<file path="config.mk">
export PLATFORM = sky130hd
export DESIGN_NAME = serial_dout_path
export DESIGN_NICKNAME = d
export VERILOG_FILES = /design/src/rtl/dout_pkg.sv /design/src/rtl/dout_frame.sv /design/src/rtl/dout_chain.sv /design/src/rtl/dout_readback.sv /design/src/rtl/serial_dout_path.sv
export SDC_FILE = /design/constraint.sdc
export NUM_CORES = 1
export LEC_CHECK = 0
export ABC_AREA = 0
export BUFFER_PORTS_ARGS = -buffer_cell sky130_fd_sc_hd__buf_4
export CAP_MARGIN = 20
export CORE_ASPECT_RATIO = 0.5
export CORE_MARGIN = 2
export CORE_UTILIZATION = 45
export DETAILED_ROUTE_END_ITERATION = 7
export HOLD_SLACK_MARGIN = 0.06
export PLACE_DENSITY = 0.74
export SLEW_MARGIN = 20
export SYNTH_ARGS = -nofsm -noshare
export SYNTH_HDL_FRONTEND = slang
export SYNTH_SLANG_ARGS = --single-unit
</file>
<file path="constraint.sdc">
create_clock -name clk -period 3.7 [get_ports clk]
set_input_delay 0.555 -clock clk [delete_from_list [all_inputs] [get_ports clk]]
set_output_delay 0.555 -clock clk [all_outputs]
set_load 0.05 [all_outputs]
</file>
<file path="src/rtl/dout_pkg.sv">
package dout_pkg;

    typedef enum logic [1:0] {
        OUT_READBACK   = 2'd0,
        OUT_CHAIN_FALL = 2'd1,
        OUT_CHAIN_RISE = 2'd2,
        OUT_CHAIN_ALT  = 2'd3
    } out_mode_e;

endpackage

</file>
<file path="src/rtl/dout_frame.sv">
module dout_frame #(
    parameter int W = 16,
    localparam int CW = $clog2(W + 1)
) (
    input  logic          clk,
    input  logic          rst_n,
    input  logic          cs_n,
    input  logic          sclk,
    input  logic          rb_mode,
    output logic          sclk_fall,
    output logic          sclk_rise,
    output logic          cs_fall,
    output logic [CW-1:0] bit_cnt,
    output logic          eoc_now,
    output logic          eoc_q
);
    localparam logic [CW-1:0] LAST = CW'(W - 1);
    localparam logic [CW-1:0] FULL = CW'(W);

    typedef struct packed {
        logic          sclk;
        logic          cs;
        logic [CW-1:0] cnt;
        logic          eoc;
    } frame_t;

    frame_t fr_q, fr_d;
    logic   cs_rise;

    always_comb begin
        sclk_fall = fr_q.sclk & ~sclk & ~cs_n;
        sclk_rise = ~fr_q.sclk & sclk & ~cs_n;
        cs_fall   = fr_q.cs & ~cs_n;
        cs_rise   = ~fr_q.cs & cs_n;
        eoc_now   = rb_mode ? (sclk_fall && fr_q.cnt == LAST) : cs_rise;

        fr_d.sclk = sclk;
        fr_d.cs   = cs_n;
        fr_d.eoc  = eoc_now;
        if (cs_n)
            fr_d.cnt = '0;
        else if (sclk_fall && fr_q.cnt != FULL)
            fr_d.cnt = fr_q.cnt + 1'b1;
        else
            fr_d.cnt = fr_q.cnt;
    end

    always_ff @(posedge clk or negedge rst_n) begin
        if (!rst_n)
            fr_q <= '{sclk: 1'b1, cs: 1'b1, cnt: '0, eoc: 1'b0};
        else
            fr_q <= fr_d;
    end

    assign bit_cnt = fr_q.cnt;
    assign eoc_q   = fr_q.eoc;

    // The bit counter saturates and never passes the word length
    assert_count_bound_R10: assert property (@(posedge clk) disable iff (!rst_n)
        fr_q.cnt <= FULL);

    // The end-of-cycle strobe lasts exactly one cycle
    assert_eoc_pulse_R7: assert property (@(posedge clk) disable iff (!rst_n)
        fr_q.eoc |=> !fr_q.eoc);

endmodule

</file>
<file path="src/rtl/dout_chain.sv">
module dout_chain #(
    parameter int W = 16,
    localparam int CW = $clog2(W + 1)
) (
    input  logic          clk,
    input  logic          rst_n,
    input  logic          cs_n,
    input  logic          sdi,
    input  logic          sclk_fall,
    input  logic          sclk_rise,
    input  logic          rise_mode,
    input  logic [CW-1:0] bit_cnt,
    output logic          chain_bit
);
    localparam logic [CW-1:0] LAST = CW'(W - 1);
    localparam logic [CW-1:0] FULL = CW'(W);

    typedef struct packed {
        logic [W-1:0] sr;
        logic         dz;
    } chain_t;

    chain_t ch_q, ch_d;

    always_comb begin
        ch_d = ch_q;
        if (sclk_fall)
            ch_d.sr = {ch_q.sr[W-2:0], sdi};

        if (cs_n)
            ch_d.dz = 1'b1;
        else if (!rise_mode && sclk_fall)
            ch_d.dz = (bit_cnt >= LAST) ? ch_d.sr[W-1] : 1'b1;
        else if (rise_mode && sclk_rise)
            ch_d.dz = (bit_cnt == FULL) ? ch_q.sr[W-1] : 1'b1;
    end

    always_ff @(posedge clk or negedge rst_n) begin
        if (!rst_n)
            ch_q <= '{sr: '0, dz: 1'b1};
        else
            ch_q <= ch_d;
    end

    assign chain_bit = ch_q.dz;

    // Before a full word has entered this frame, the chain output holds high
    assert_hold_high_R3: assert property (@(posedge clk) disable iff (!rst_n)
        (!cs_n && bit_cnt != FULL) |-> ch_q.dz);

endmodule

</file>
<file path="src/rtl/dout_readback.sv">
module dout_readback #(
    parameter int W = 16
) (
    input  logic         clk,
    input  logic         rst_n,
    input  logic         cs_n,
    input  logic         cs_fall,
    input  logic         sclk_rise,
    input  logic         eoc_now,
    input  logic         rd_cmd,
    input  logic [W-1:0] rb_word,
    output logic         rb_oe,
    output logic         rb_bit
);
    typedef struct packed {
        logic         seen;
        logic         pend;
        logic         arm;
        logic [W-1:0] sh;
    } rback_t;

    rback_t rb_q, rb_d;
    logic   load;

    always_comb begin
        rb_d = rb_q;
        load = eoc_now & (rb_q.seen | (rd_cmd & ~cs_n));

        rb_d.seen = cs_n ? 1'b0 : (rb_q.seen | rd_cmd);

        if (load)
            rb_d.pend = 1'b1;
        else if (cs_fall)
            rb_d.pend = 1'b0;

        if (cs_n || eoc_now)
            rb_d.arm = 1'b0;
        else if (cs_fall)
            rb_d.arm = rb_q.pend;

        if (load)
            rb_d.sh = rb_word;
        else if (rb_q.arm && sclk_rise)
            rb_d.sh = {rb_q.sh[W-2:0], 1'b0};
    end

    always_ff @(posedge clk or negedge rst_n) begin
        if (!rst_n)
            rb_q <= '{seen: 1'b0, pend: 1'b0, arm: 1'b0, sh: '0};
        else
            rb_q <= rb_d;
    end

    assign rb_oe  = ~cs_n & rb_q.arm;
    assign rb_bit = rb_q.sh[W-1];

    // The driver only arms when a captured word was waiting
    assert_arm_needs_word_R8: assert property (@(posedge clk) disable iff (!rst_n)
        $rose(rb_q.arm) |-> $past(rb_q.pend));

    // The driver is released once the frame's end of cycle passes
    assert_disarm_after_eoc_R10: assert property (@(posedge clk) disable iff (!rst_n)
        eoc_now |=> !rb_q.arm);

endmodule

</file>
<file path="src/rtl/serial_dout_path.sv">
module serial_dout_path
    import dout_pkg::*;
#(
    parameter int W = 16
) (
    input  logic         clk,
    input  logic         rst_n,
    input  logic         cs_n,
    input  logic         sclk,
    input  logic         sdi,
    input  logic [1:0]   mode,
    input  logic         rd_cmd,
    input  logic [W-1:0] rb_word,
    output logic         sdo,
    output logic         sdo_oe,
    output logic         eoc
);
    localparam int CW = $clog2(W + 1);

    out_mode_e     mode_e;
    logic          rb_mode, rise_mode;
    logic          sclk_fall, sclk_rise, cs_fall, eoc_now;
    logic [CW-1:0] bit_cnt;
    logic          chain_bit, rb_oe, rb_bit;

    assign mode_e    = out_mode_e'(mode);
    assign rb_mode   = (mode_e == OUT_READBACK);
    assign rise_mode = (mode_e == OUT_CHAIN_RISE) || (mode_e == OUT_CHAIN_ALT);

    dout_frame #(.W(W)) u_frame (
        .clk       (clk),
        .rst_n     (rst_n),
        .cs_n      (cs_n),
        .sclk      (sclk),
        .rb_mode   (rb_mode),
        .sclk_fall (sclk_fall),
        .sclk_rise (sclk_rise),
        .cs_fall   (cs_fall),
        .bit_cnt   (bit_cnt),
        .eoc_now   (eoc_now),
        .eoc_q     (eoc)
    );

    dout_chain #(.W(W)) u_chain (
        .clk       (clk),
        .rst_n     (rst_n),
        .cs_n      (cs_n),
        .sdi       (sdi),
        .sclk_fall (sclk_fall),
        .sclk_rise (sclk_rise),
        .rise_mode (rise_mode),
        .bit_cnt   (bit_cnt),
        .chain_bit (chain_bit)
    );

    dout_readback #(.W(W)) u_rback (
        .clk       (clk),
        .rst_n     (rst_n),
        .cs_n      (cs_n),
        .cs_fall   (cs_fall),
        .sclk_rise (sclk_rise),
        .eoc_now   (eoc_now),
        .rd_cmd    (rd_cmd),
        .rb_word   (rb_word),
        .rb_oe     (rb_oe),
        .rb_bit    (rb_bit)
    );

    always_comb begin
        if (rb_mode) begin
            sdo_oe = rb_oe;
            sdo    = rb_oe ? rb_bit : 1'b1;
        end else begin
            sdo_oe = 1'b1;
            sdo    = cs_n ? 1'b1 : chain_bit;
        end
    end

    // The readback pin is released whenever chip select is high
    assert_rb_release_R9: assert property (@(posedge clk) disable iff (!rst_n)
        (rb_mode && cs_n) |-> !sdo_oe);

    // In the chain modes the idle pin is driven high
    assert_chain_idle_R6: assert property (@(posedge clk) disable iff (!rst_n)
        (!rb_mode && cs_n) |-> (sdo && sdo_oe));

endmodule

</file>
Yosys cells after proc, flatten, opt, wreduce, memory -nomap -nowiden --
Cells that the tools add are included.
Word-level totals: input bits 24, register bits after elaboration 44, logic and storage cells 67
Operators by class: bitwise operators 15, order comparisons 1, mux-type cells 20, add/sub/neg operators 1, reduce and logical (&&, ||, !) cells 14, equality and inequality tests 5
Operator list (number):
- $mux W16 | 3
- $mux W1 | 15
- $mux W5 | 2
- $and A1 B1 Y1 | 9
- $reduce_bool A2 Y1 | 4
- $add A5 B1 Y5 const B | 1
- $eq A5 B4 Y1 const B | 1
- $eq A5 B5 Y1 const B | 1
- $ge A5 B4 Y1 const B | 1
- $logic_and A1 B1 Y1 | 5
- $ne A5 B5 Y1 const B | 1
- $eq A2 B2 Y1 const B | 2
- $not A1 Y1 | 4
- $reduce_bool A3 Y1 | 1
- $logic_not A2 Y1 | 1
- $logic_or A1 B1 Y1 | 2
- $or A1 B1 Y1 | 2
- $logic_not A1 Y1 | 1

Depth between registers and ports, before layout --
depth in word-level cells 7, depth in mapped cells 7

Cells and area by module --
From an unflattened synthesis, not the netlist that was laid out.
Second synthesis, totals: cells, all modules 160, area, all modules 2189.6 µm²
Modules (own cells, without submodules):
- dout_readback | cells an instance 64, times used 1, area each 992.2 µm², seq. area each 475.5 µm²
- dout_chain | cells an instance 44, times used 1, area each 688.2 µm², seq. area each 426.7 µm²
- dout_frame | cells an instance 47, times used 1, area each 475.5 µm², seq. area each 202.7 µm²
- serial_dout_path | cells an instance 5, times used 1, area each 33.8 µm², seq. area each 0.0 µm²

Worst setup path before layout --
Ideal clock, no wire load.
path type in2out, start input port cs_n, end output port sdo_oe, cell stages on the path 2, setup slack 1675 ps, buffers on the path 1, arrival 1470 ps, data required time 3145 ps, cells stage by stage clkbuf_1 -> o21ai_1
On the way: longest elaborated chain between the ends 3
RTL lines:
- start: declaration | line serial_dout_path.sv:8 | input logic cs_n,
- $not A1 Y1 | line dout_readback.sv:54 | assign rb_oe = ~cs_n & rb_q.arm;
- $and A1 B1 Y1 | line dout_readback.sv:54
- $mux W1 | line serial_dout_path.sv:70 | if (rb_mode) begin
- end: declaration | line serial_dout_path.sv:15 | output logic sdo_oe,
Every way passes these cells.

Worst setup path in the final report --
start register u_frame.fr_q[7] in the netlist's numbering, end register u_rback.rb_q[3] in the netlist's numbering
On the way: longest elaborated chain between the ends 6, elaborated cells on any way between the ends 11
RTL lines:
- start: declaration | line dout_frame.sv:27 | frame_t fr_q, fr_d;
- start signal: assignment | line dout_frame.sv:50 | fr_q <= '{sclk: 1'b1, cs: 1'b1, cnt: '0, eoc: 1'b0};
- start signal: assignment | line dout_frame.sv:52 | fr_q <= fr_d;
- $and A1 B1 Y1 (2 in series) | line dout_frame.sv:31 | sclk_fall = fr_q.sclk & ~sclk & ~cs_n;
- $logic_and A1 B1 Y1 | line dout_frame.sv:35 | eoc_now = rb_mode ? (sclk_fall && fr_q.cnt == LAST) : cs_rise;
- $mux W1 | line dout_frame.sv:35
- $and A1 B1 Y1 | line dout_readback.sv:27 | load = eoc_now & (rb_q.seen | (rd_cmd & ~cs_n));
- $mux W16 / $reduce_bool A2 Y1 (equally long branches)
- end signal: assignment | line dout_readback.sv:49 | rb_q <= '{seen: 1'b0, pend: 1'b0, arm: 1'b0, sh: '0};
- end signal: assignment | line dout_readback.sv:51 | rb_q <= rb_d;
- end: declaration | line dout_readback.sv:22 | rback_t rb_q, rb_d;
Parallel ways exist; a longest one is shown, timed or not. A chain may end at the register's enable or synchronous reset.

==> results.cfg <==
[logic_synthesis]
synth_warnings = 0
ys.flop_type = dfrtp_1
async_flop_share_pct = 100
ys_types = 40
ys_seq_elements = 44
ys_seq_area_share_pct = 54.7
syn-num-nets = 183
yosys.area.top_type = dfrtp_1
yosys.area.top_type_share_pct = 50.8
syn_area_um2 = 2020
ys_top_cells_by_area = dfrtp_1 (51%), mux2_1 (11%), a221o_1 (5.9%)
synthCells = 156
avgSynthCellArea_um2 = 13.0
synth_edf_count = 0

[route]
antenna_left = 0
drt-pass1-iter-count = 4
routedWlPerCell_um = 14.4
wl_met3_um = 132
drt_wl_total_um = 3480
met1_length_um = 1610
via_count = 1299
drc_errors = 0
drtIter0Drc = 76
wl_met2_um = 1680
viasPerCell = 5.37
routed.top_layer = met4

[timing]
period_minus_slack_ns = 2.32
hold_violations = 0
fmax_mhz = 431
tightest_slew_ns = 0.885
report.final.setup_viol = 0
rsz0062_at_grt = no
relSlewSlack_pct = 40.7
fin_crit_sh_pct = 62.7
slew_violations = 0
fin_worst_skew_ns = 0.00774
finalSetupTns_ns = 0

[cells_and_area]
fillerInstances = 365
drive_gt1_share_pct = 25.9
final_nets = 211
final_cells = 242
synthToLayoutAreaGrowth_pct = 16.3
stdcell_area_um2 = 2350
antenna_cells = 0

[clock_network]
clkSlewWorstSetupHoldPaths_ns = 0.08
ctsHtreeMaxLevel = 2
cts.path.max_buffers = 2
cts_num_sinks = 44
hold_buffers = 0
insertion_delay_ns = 0.30
postCtsSetupRepairBufs = 0
cts_buffers = 5
cts_resized = 0
cts_root_buffer = clkbuf_8
cts_tree = yes

[setup_path]
arrival_ns = 2.50
crit_chain = nor3b_2 > buf_4 > nand2_1 > a2bb2oi_2 > mux2_2
r2r_end = u_rback.rb_q[3]$_DFFE_PN0P_
start_kind = register
crit_family = compound AO/OA/AOI/OAI gates
critPathSlowestCell = a2bb2oi_2
path_class = register to register
r2r_cells = 5
crit_path_start = u_frame.fr_q[7]$_DFF_PN1_
max_stage_delay_ns = 0.62
required_ns = 3.88
critPathCapture = u_rback.rb_q[3]$_DFFE_PN0P_
worstPathMaxFanout = 24
critPathCaptureType = register
cp.buffers_inverters = 1
cp.depth = 5
reg2reg_from = u_frame.fr_q[7]$_DFF_PN1_
reg2reg_slack_ns = 1.38

[grt]
grt_max_degree = 45
antenna_found_initial = 0
grt_pass1_wl_um = 5950
grt_overflow_total = 0
grt.total_usage_pct = 15.4
grt_pass1_vias = 1305

[pwr]
vdd_drop_max_uv = 238
p_per_area_nw_per_um2 = 468
leakage_uw = 0.00108

[floorplan]
die_h_um = 51.4
die_w_um = 98.8
initial_core_util_pct = 46.3
design.die.area_um2 = 5080
top_level_ports = 27
core_area_um2 = 4360
rows = 17

[hold_path]
hold_class = input pin to asynchronous set/reset pin

[placement]
dp_cells = 234
portBuffers = 26
gp_congestion = 0.781
dpl-instance-area_um2 = 2260
dp_hpwl_um = 2380

[outcome]
status = finished clean

[flow_run]
drv_cap = 0
[kinds of logic after synthesis]
kind of cell / count (synthesis) / synth area share [%]
AND/OR/NAND/NOR: 44 / 13.5
flip-flops: 44 / 54.7
AO/OA/AOI/OAI: 26 / 12.3
multiplexers: 24 / 13.3
buffers and inverters: 12 / 3.10
XOR/XNOR: 3 / 1.30
adder cells (fa/ha/maj): 3 / 1.86
[routing by layer]
layer,track usage [%],vias up
met3,4.38,7
met1,19.0,656
met4,6.85,0
li1,-,617
met2,25.8,19
met5,0,-
[per-stage QoR]
step | hold slack (ns) | power (uW) | utilization (%) | worst slack (ns)
finish | 0.233 | 1100 | 53.9 | 1.38
CTS | 0.251 | 1120 | 53.9 | 1.34
global route | 0.277 | 1160 | 53.9 | 1.22
floorplan | 0.259 | 738 | - | 1.67
detailed placement | 0.475 | 803 | 51.8 | 1.20
global placement | 0.464 | 791 | 51.8 | 1.26
[worst min-delay path by stage]
stage / slack [ns] / from / end / cells after the start
2_1_floorplan: 0.26 / rst_n / u_chain.ch_q[10]$_DFFE_PN0P_ / 0
3_3_place_gp: 0.46 / u_chain.ch_q[8]$_DFFE_PN0P_ / u_chain.ch_q[8]$_DFFE_PN0P_ / 1
3_5_place_dp: 0.47 / u_chain.ch_q[4]$_DFFE_PN0P_ / u_chain.ch_q[4]$_DFFE_PN0P_ / 1
4_1_cts: 0.25 / rst_n / u_rback.rb_q[16]$_DFFE_PN0P_ / 1
5_1_grt: 0.28 / rst_n / u_rback.rb_q[16]$_DFFE_PN0P_ / 1
6_report: 0.23 / rst_n / u_rback.rb_q[1]$_DFFE_PN0P_ / 1
[state kept, by name, summed over array words and instances, names as in the netlist]
signal / cells
u_frame.eoc_q: 1
u_chain.chain_bit: 1
u_rback.rb_q: 18
u_frame.bit_cnt: 5
u_chain.ch_q: 16
u_frame.fr_q: 2
u_rback.rb_bit: 1
[cells in the mapped netlist, types with 2 or more instances]
| cell | n |
|---|---|
| dfrtp_1 | 41 |
| nand3_1 | 2 |
| mux2_1 | 20 |
| o31ai_1 | 2 |
| o21ai_1 | 2 |
| nand2_1 | 3 |
| buf_4 | 2 |
| a221o_1 | 12 |
| dfstp_2 | 3 |
| clkbuf_1 | 2 |
| nand3b_1 | 3 |
| and2_1 | 13 |
| inv_1 | 5 |
| o21ai_0 | 2 |
| ha_1 | 3 |
| nand2b_1 | 5 |
| xor2_1 | 2 |
| mux2_2 | 3 |
| buf_2 | 2 |
| nor2_1 | 9 |
[placed cells by master (no fill, tap or decap), types with 3 or more instances in the layout]
cell       n
inv_1      5
and2_1    13
clkbuf_8   6
mux2_1    20
dfstp_2    3
ha_1       3
nand2b_1   5
mux2_2     3
buf_4     28
nand3b_1   3
dfrtp_1   41
nor2_1     9
a221o_1   12
nand2_1    3
[report_power, final]
part | internal (uW) | switching [uW] | total (uW)
Combinational | 98.5 | 70.8 | 169
Sequential | 576 | 46.5 | 622
Clock | 149 | 159 | 308
[layout make-up]
| class | count | area, um^2 | share of cell area [%] |
|---|---|---|---|
| sequential | 44 | 1100 | 47.0 |
| multi-input combinational | 100 | 853 | 36.3 |
| timing repair buffer | 28 | 210 | 8.94 |
| clock buffer | 6 | 82.6 | 3.51 |
| tap | 57 | 71.3 | 3.03 |
| inverter | 5 | 18.8 | 0.798 |
| clock inverter | 2 | 10.0 | 0.426 |
Note: power is estimated with default switching activity, not from simulation.
